`src/rtl/acq_conv_pkg.sv`:
```
package acq_conv_pkg;
  typedef enum logic {
    SRC_EXT = 1'b0,
    SRC_INT = 1'b1
  } conv_src_e;

  // flag vector layout matches viol_clr: bit 0 width, bit 1 holdoff
  typedef struct packed {
    logic holdoff;
    logic width;
  } viol_t;
endpackage

```
`src/rtl/acq_sync.sv`:
```
module acq_sync #(
  parameter int               WIDTH   = 1,
  parameter int               STAGES  = 2,
  parameter logic [WIDTH-1:0] RST_VAL = '1
) (
  input  logic             clk,
  input  logic             rst_n,
  input  logic [WIDTH-1:0] d,
  output logic [WIDTH-1:0] q
);
  logic [WIDTH-1:0] stg [STAGES];

  for (genvar g = 0; g < STAGES; g++) begin : g_stage
    logic [WIDTH-1:0] stg_d;
    if (g == 0) begin : g_first
      assign stg_d = d;
    end else begin : g_next
      assign stg_d = stg[g-1];
    end
    always_ff @(posedge clk or negedge rst_n) begin
      if (!rst_n) stg[g] <= RST_VAL;
      else        stg[g] <= stg_d;
    end
  end

  assign q = stg[STAGES-1];
endmodule

```
`src/rtl/acq_conv_check.sv`:
```
module acq_conv_check #(
  parameter int MIN_W = 5,
  parameter int HOLD  = 200
) (
  input  logic clk,
  input  logic rst_n,
  input  logic en,
  input  logic lvl,
  output logic accept,
  output logic width_err,
  output logic holdoff_err
);
  localparam int HW = $clog2(HOLD + 1);
  localparam int LW = $clog2(MIN_W + 1);

  logic          lvl_q, lvl_d;
  logic [HW-1:0] hi_cnt, hi_d;
  logic [LW-1:0] lo_cnt, lo_d;
  logic          pend, pend_d;
  logic          fall, hold_ok, pend_now;

  always_comb begin
    fall        = lvl_q & ~lvl;
    hold_ok     = (hi_cnt >= HW'(HOLD));
    pend_now    = pend | (fall & hold_ok);
    holdoff_err = en & fall & ~hold_ok;
    accept      = en & pend_now & ~lvl & (lo_cnt == LW'(MIN_W - 1));
    width_err   = en & pend & lvl;

    lvl_d  = lvl;
    hi_d   = '0;
    lo_d   = '0;
    pend_d = 1'b0;
    if (en) begin
      if (lvl) hi_d = (hi_cnt == HW'(HOLD)) ? hi_cnt : hi_cnt + 1'b1;
      else     lo_d = (lo_cnt == LW'(MIN_W)) ? lo_cnt : lo_cnt + 1'b1;
      pend_d = pend_now & ~accept & ~lvl;
    end
  end

  always_ff @(posedge clk or negedge rst_n) begin
    if (!rst_n) begin
      lvl_q  <= 1'b1;
      hi_cnt <= '0;
      lo_cnt <= '0;
      pend   <= 1'b0;
    end else begin
      lvl_q  <= lvl_d;
      hi_cnt <= hi_d;
      lo_cnt <= lo_d;
      pend   <= pend_d;
    end
  end
endmodule

```
`src/rtl/acq_strobe.sv`:
```
module acq_strobe #(
  parameter int LOW_CYC = 50
) (
  input  logic clk,
  input  logic rst_n,
  input  logic req,
  output logic strobe_n
);
  localparam int CW = $clog2(LOW_CYC + 1);

  logic [CW-1:0] cnt, cnt_d;
  logic          strobe_d;

  always_comb begin
    strobe_d = strobe_n;
    cnt_d    = cnt;
    if (strobe_n) begin
      if (req) begin
        strobe_d = 1'b0;
        cnt_d    = '0;
      end
    end else if (cnt == CW'(LOW_CYC - 1)) begin
      strobe_d = 1'b1;
    end else begin
      cnt_d = cnt + 1'b1;
    end
  end

  always_ff @(posedge clk or negedge rst_n) begin
    if (!rst_n) begin
      strobe_n <= 1'b1;
      cnt      <= '0;
    end else begin
      strobe_n <= strobe_d;
      cnt      <= cnt_d;
    end
  end
endmodule

```
`src/rtl/acq_conv_gate.sv`:
```
module acq_conv_gate
  import acq_conv_pkg::*;
#(
  parameter int SYNC_STAGES   = 2,
  parameter int MIN_WIDTH_CYC = 5,
  parameter int HOLDOFF_CYC   = 200,
  parameter int STROBE_CYC    = 50
) (
  input  logic       clk,
  input  logic       rst_n,
  input  logic       ext_conv_n,
  input  logic       ext_trig_n,
  input  logic       ext_gate_n,
  input  logic       sint_pulse,
  input  logic       sw_gate,
  input  logic       src_sel,
  input  logic       seq_done,
  input  logic       sw_clear,
  input  logic       sw_strobe,
  input  logic [1:0] viol_clr,
  output logic       conv_pulse,
  output logic       conv_mon,
  output logic       ext_drv_en,
  output logic       int_drv_en,
  output logic       seq_active,
  output logic       sample_cnt_en,
  output logic       intv_cnt_en,
  output logic       strobe_n,
  output logic       width_viol,
  output logic       holdoff_viol
);
  localparam int NASYNC = 3;

  logic              rst_int_n;
  logic [NASYNC-1:0] async_s;
  logic              conv_s, trig_s, gate_s;
  conv_src_e         src;

  // reset: asserted at once, released through a synchroniser
  acq_sync #(.WIDTH(1), .STAGES(SYNC_STAGES), .RST_VAL(1'b0)) u_rst_sync (
    .clk(clk), .rst_n(rst_n), .d(1'b1), .q(rst_int_n)
  );

  acq_sync #(.WIDTH(NASYNC), .STAGES(SYNC_STAGES), .RST_VAL('1)) u_in_sync (
    .clk(clk), .rst_n(rst_int_n),
    .d({ext_conv_n, ext_trig_n, ext_gate_n}), .q(async_s)
  );
  assign {conv_s, trig_s, gate_s} = async_s;
  assign src = conv_src_e'(src_sel);

  logic ext_accept, ext_width_err, ext_hold_err;
  acq_conv_check #(.MIN_W(MIN_WIDTH_CYC), .HOLD(HOLDOFF_CYC)) u_check (
    .clk(clk), .rst_n(rst_int_n), .en(src == SRC_EXT), .lvl(conv_s),
    .accept(ext_accept), .width_err(ext_width_err), .holdoff_err(ext_hold_err)
  );

  acq_strobe #(.LOW_CYC(STROBE_CYC)) u_strobe (
    .clk(clk), .rst_n(rst_int_n), .req(sw_strobe), .strobe_n(strobe_n)
  );

  // sequencing, gating and flag state
  logic  trig_q, trig_fall, sint_q, int_req, gate_open, req_sel;
  logic  seq_d, conv_d;
  viol_t viol_q, viol_d;

  always_comb begin
    trig_fall = trig_q & ~trig_s;
    int_req   = sint_pulse & ~sint_q;
    gate_open = seq_active & gate_s & ~sw_gate;
    req_sel   = (src == SRC_INT) ? int_req : ext_accept;
    conv_d    = gate_open & req_sel;

    seq_d = seq_active;
    if (seq_done | sw_clear) seq_d = 1'b0;
    else if (trig_fall)      seq_d = 1'b1;

    viol_d.width   = ext_width_err | (viol_q.width   & ~viol_clr[0]);
    viol_d.holdoff = ext_hold_err  | (viol_q.holdoff & ~viol_clr[1]);
  end

  always_ff @(posedge clk or negedge rst_int_n) begin
    if (!rst_int_n) begin
      trig_q     <= 1'b1;
      sint_q     <= 1'b0;
      seq_active <= 1'b0;
      conv_pulse <= 1'b0;
      viol_q     <= '0;
    end else begin
      trig_q     <= trig_s;
      sint_q     <= sint_pulse;
      seq_active <= seq_d;
      conv_pulse <= conv_d;
      viol_q     <= viol_d;
    end
  end

  assign sample_cnt_en = seq_active;
  assign intv_cnt_en   = seq_active;
  assign ext_drv_en    = (src == SRC_EXT);
  assign int_drv_en    = (src == SRC_INT);
  assign conv_mon      = (src == SRC_INT) & sint_pulse;
  assign width_viol    = viol_q.width;
  assign holdoff_viol  = viol_q.holdoff;
endmodule

```
`config.mk`:
```
export PLATFORM = sky130hd
export DESIGN_NAME = acq_conv_gate
export DESIGN_NICKNAME = d
export VERILOG_FILES = /design/src/rtl/acq_conv_pkg.sv /design/src/rtl/acq_sync.sv /design/src/rtl/acq_conv_check.sv /design/src/rtl/acq_strobe.sv /design/src/rtl/acq_conv_gate.sv
export SDC_FILE = /design/constraint.sdc
export NUM_CORES = 1
export LEC_CHECK = 0
export CAP_MARGIN = 40
export CORE_UTILIZATION = 52
export DETAILED_ROUTE_END_ITERATION = 10
export PLACE_DENSITY = 0.86
export SETUP_SLACK_MARGIN = 0.4
export SLEW_MARGIN = 20
export SYNTH_ARGS = -nofsm -noshare
export SYNTH_HDL_FRONTEND = slang
export SYNTH_SLANG_ARGS = --single-unit
export TNS_END_PERCENT = 5
```
`constraint.sdc`:
```
create_clock -name clk -period 1.2 [get_ports clk]
set_input_delay 0.18 -clock clk [delete_from_list [all_inputs] [get_ports clk]]
set_output_delay 0.18 -clock clk [all_outputs]
set_load 0.05 [all_outputs]
```
==> impl_metrics.xml <==
<?xml version="1.0" encoding="UTF-8"?>
<metrics>
  <group name="synth">
    <metric name="synth.yosys.seq_area_share" unit="%">58.2</metric>
    <metric name="mappedNetlistArea" unit="mm2">0.00148</metric>
    <metric name="synthSimpleGateAreaFrac" unit="%">15.7</metric>
    <metric name="post_synth_fa_ha_maj_area_fraction" unit="%">5.92</metric>
    <metric name="synth_seq_cells" unit="">34</metric>
    <metric name="postSynthNetCount" unit="">152</metric>
    <metric name="synth_cells" unit="">132</metric>
    <metric name="synth_compound_gate_area_share" unit="%">11.4</metric>
    <metric name="synth_xor_xnor_area_share" unit="%">2.37</metric>
    <metric name="dominantRegCellSynth" unit="">dfrtp_1</metric>
    <metric name="yosysWarningCount" unit="">0</metric>
    <metric name="synth.area.mux_share" unit="%">2.03</metric>
    <metric name="synth_top_area_share" unit="%">42.3</metric>
    <metric name="synth_cell_types" unit="">33</metric>
    <metric name="post_synth.cell_area_avg" unit="um2">11.2</metric>
    <metric name="ys_top_cells_by_area" unit="">dfrtp_1 42%, dfstp_2 16%, ha_1 5.9%, nand2_1 2.8%, inv_1 2.5%</metric>
    <metric name="async_flop_share" unit="%">100</metric>
    <metric name="post-synth-top-area-cell" unit="">dfrtp_1</metric>
    <metric name="synth_edf_count" unit="">0</metric>
    <metric name="combinational_family_with_the_most_area_after_synthesis" unit="">simple AND/OR/NAND/NOR gates</metric>
  </group>
  <group name="global_routing">
    <metric name="largest_net_degree_at_the_start_of_global_routing" unit="">29</metric>
    <metric name="grt_antenna_before_repair" unit="">0</metric>
    <metric name="groute.usage.overall" unit="%">26.7</metric>
    <metric name="global_route_wire_length_before_repair" unit="um">6190</metric>
    <metric name="first_global_vias" unit="">1377</metric>
    <metric name="global_route_congestion_overflow_total" unit="">0</metric>
  </group>
  <group name="clock_tree">
    <metric name="buffer_levels_on_the_longest_clock_path" unit="">2</metric>
    <metric name="h-tree-depth" unit="">2</metric>
    <metric name="numCtsBuffers" unit="">5</metric>
    <metric name="cts.sinks" unit="">34</metric>
    <metric name="clkTransAtPathRegs" unit="ps">100</metric>
    <metric name="clk_root_buffer_cell" unit="">clkbuf_4</metric>
    <metric name="cts_tree" unit="">built</metric>
    <metric name="clkLatencyLatePin" unit="ps">330</metric>
  </group>
  <group name="flow_run">
    <metric name="drv_cap" unit="">0</metric>
  </group>
  <group name="die">
    <metric name="core.rowCount" unit="">18</metric>
    <metric name="floorplan.initialDensity" unit="%">57.1</metric>
    <metric name="chipWidth" unit="um">55.4</metric>
    <metric name="die_height" unit="um">55.4</metric>
    <metric name="fp.dieArea" unit="mm2">0.00306</metric>
    <metric name="design.core.area" unit="mm2">0.00259</metric>
    <metric name="pin_count" unit="">23</metric>
  </group>
  <group name="timing">
    <metric name="slew_violations" unit="">0</metric>
    <metric name="clock_skew" unit="ps">14.8</metric>
    <metric name="setup_violations" unit="">12</metric>
    <metric name="finalWorstSetupSlack" unit="ps">-289</metric>
    <metric name="fmaxAchievable" unit="GHz">0.672</metric>
    <metric name="fin_crit_sh" unit="%">124</metric>
    <metric name="timing_hold_violations_final" unit="">0</metric>
    <metric name="min_period" unit="ps">1490</metric>
    <metric name="grt_setup_unrepaired" unit="">yes</metric>
  </group>
  <group name="outcome">
    <metric name="status" unit="">finished, violations left</metric>
    <metric name="failed_checks" unit="">setup timing</metric>
  </group>
  <group name="place">
    <metric name="placed_cells_incl_taps" unit="">204</metric>
    <metric name="post_place_setup_slack" unit="ps">-284</metric>
    <metric name="finalWeightedCongestion" unit="">0.817</metric>
    <metric name="numPortBuffers" unit="">22</metric>
    <metric name="dpl.hpwl" unit="um">2420</metric>
    <metric name="dpl-instance-area" unit="mm2">0.00200</metric>
  </group>
  <group name="drt">
    <metric name="drt_first_iter_violations" unit="">26</metric>
    <metric name="residual_drc" unit="">0</metric>
    <metric name="wirelength" unit="um">3710</metric>
    <metric name="post_drt_wl_per_cell" unit="um">17.2</metric>
    <metric name="avgViaCountPerCell" unit="">5.64</metric>
    <metric name="vias" unit="">1213</metric>
    <metric name="drt_first_pass_iters" unit="">4</metric>
    <metric name="drt.antenna.violating_nets" unit="">0</metric>
  </group>
  <group name="layout">
    <metric name="drive_above_1_share" unit="%">39.5</metric>
    <metric name="layout_commonest_cell" unit="">dfrtp_1</metric>
    <metric name="area.growth.synth_to_final" unit="%">49.4</metric>
    <metric name="most_frequent_cells_in_the_layout" unit="">23 x dfrtp_1, 20 x buf_4, 11 x buf_12</metric>
    <metric name="finalInstanceArea" unit="mm2">0.00221</metric>
    <metric name="design.final.nets" unit="">204</metric>
    <metric name="antenna_cells" unit="">0</metric>
    <metric name="final_cells" unit="">215</metric>
  </group>
  <group name="power_and_ir_drop">
    <metric name="p_int" unit="mW">1.59</metric>
    <metric name="powerDensity" unit="mW/mm2">949</metric>
    <metric name="power_frac_seq" unit="%">57.9</metric>
    <metric name="power" unit="mW">2.10</metric>
    <metric name="power.static_leakage" unit="nW">0.940</metric>
    <metric name="vdd.ir_drop.worst" unit="mV">0.835</metric>
    <metric name="p_switching" unit="mW">0.506</metric>
    <metric name="p_sw_share" unit="%">24.1</metric>
    <metric name="comb_pwr_share" unit="%">11.5</metric>
    <metric name="power_frac_clock" unit="%">30.7</metric>
  </group>
  <group name="worst_setup_path">
    <metric name="cp.arrival" unit="ps">1730</metric>
    <metric name="cp_top_family" unit="">simple AND/OR/NAND/NOR gates</metric>
    <metric name="critical_path.endpoint_type" unit="">register</metric>
    <metric name="worst_ep_required_time" unit="ps">1440</metric>
    <metric name="worstSetupStartpointType" unit="">register</metric>
    <metric name="timing_worst_setup_path_type" unit="">register to register</metric>
    <metric name="worstPathCellList" unit="">or4b_4 &gt; or3_1 &gt; a21oi_1</metric>
    <metric name="crit_buf_inv" unit="">0</metric>
    <metric name="cp_slowest_stage_delay" unit="ps">550</metric>
    <metric name="cp_slowest_cell" unit="">or4b_4</metric>
    <metric name="crit_path_max_fanout" unit="">3</metric>
  </group>
  <group name="min_path">
    <metric name="hold_path.class" unit="">register to async pin</metric>
  </group>
</metrics>
-- flip-flops by register name, summed over array words and instances (netlist names), 3 cells and up --
signal,cells
u_check.hi_cnt,8
u_check.lo_cnt,3
u_in_sync.g_stage.stg_d,3
u_in_sync.q,3
u_strobe.cnt,6
-- power groups by stage --
stage / logic, mW / registers, mW / clock network, mW
after detailed placement: 0.227 / 1.23 / 0
after global placement: 0.217 / 1.23 / 0
after global routing: 0.255 / 1.22 / 0.716
after CTS: 0.234 / 1.21 / 0.667
final: 0.241 / 1.21 / 0.644
after floorplan: 0.0676 / 1.25 / 0
-- metrics by stage --
step,hold WS (ps),TNS [ps],utilization (%)
4_1_cts,105,-1100,84.0
3_5_place_dp,101,-1820,77.2
6_report,95.3,-1330,85.4
5_1_grt,126,-2140,85.4
2_1_floorplan,-116,-615,-
3_3_place_gp,95.5,-1170,77.2
-- layer usage --
layer  up-vias  share of wire (%)  track usage (%)
li1        565                  -                -
met3        15                2.3             5.62
met2        29                 57             50.6
met5         -                  0                0
met4         0                3.9             13.2
met1       604                 37             27.3
-- final cells by class --
| class | count | area (um2) |
|---|---|---|
| fill | 127 | 379 |
| inverter | 10 | 37.5 |
| clock inverter | 1 | 5.00 |
| timing repair buffer | 48 | 546 |
| sequential | 34 | 865 |
| multi-input combinational | 85 | 666 |
| tap | 30 | 37.5 |
| clock buffer | 7 | 55.1 |
-- worst paths after layout --
check                      slack [ps]                          end  depth (start not counted)         startpoint
max                              -290            u_check.hi_cnt[1]                          3  u_check.hi_cnt[4]
min reg2reg                       100              u_strobe.cnt[1]                          0       u_rst_sync.q
min in group clk                  230                 u_check.pend                          2            src_sel
min                               100              u_strobe.cnt[1]                          0       u_rst_sync.q
max in group asynchronous         520  u_rst_sync.g_stage[1].stg_d                          2              rst_n
max reg2reg                      -290            u_check.hi_cnt[1]                          3  u_check.hi_cnt[4]
-- logic make-up after synthesis --
group	Yosys count
compound gates	26
xor+xnor	4
fa+ha+maj	7
buf+inv	13
flops	34
mux	3
other cells	1
simple gates	44
-- cell usage after synthesis (all sizes together) (2+ instances only) --
| master | instances |
|---|---|
| buf | 3 |
| o21bai | 2 |
| nand3 | 7 |
| ha | 7 |
| a32o | 2 |
| a21oi | 6 |
| xor2 | 2 |
| xnor2 | 2 |
| dfstp | 9 |
| o21ai | 7 |
| dfrtp | 25 |
| nand2 | 11 |
| nor2 | 5 |
| or3 | 4 |
| nor3 | 6 |
| inv | 10 |
| a31oi | 2 |
| o31ai | 2 |
| and2 | 3 |
| mux2i | 3 |
| nand4b | 2 |
-- timing repair --
action / CTS / global route
gates cloned: 0 / 0
endpoints found under the setup margin: 33 / 33
hold buffers: 1 / 1
resized for setup: 28 / 10
buffers inserted: 1 / 0
hold endpoints to repair: 2 / 1
pin swaps: 16 / 6
Power figures use the tool's default switching activity.
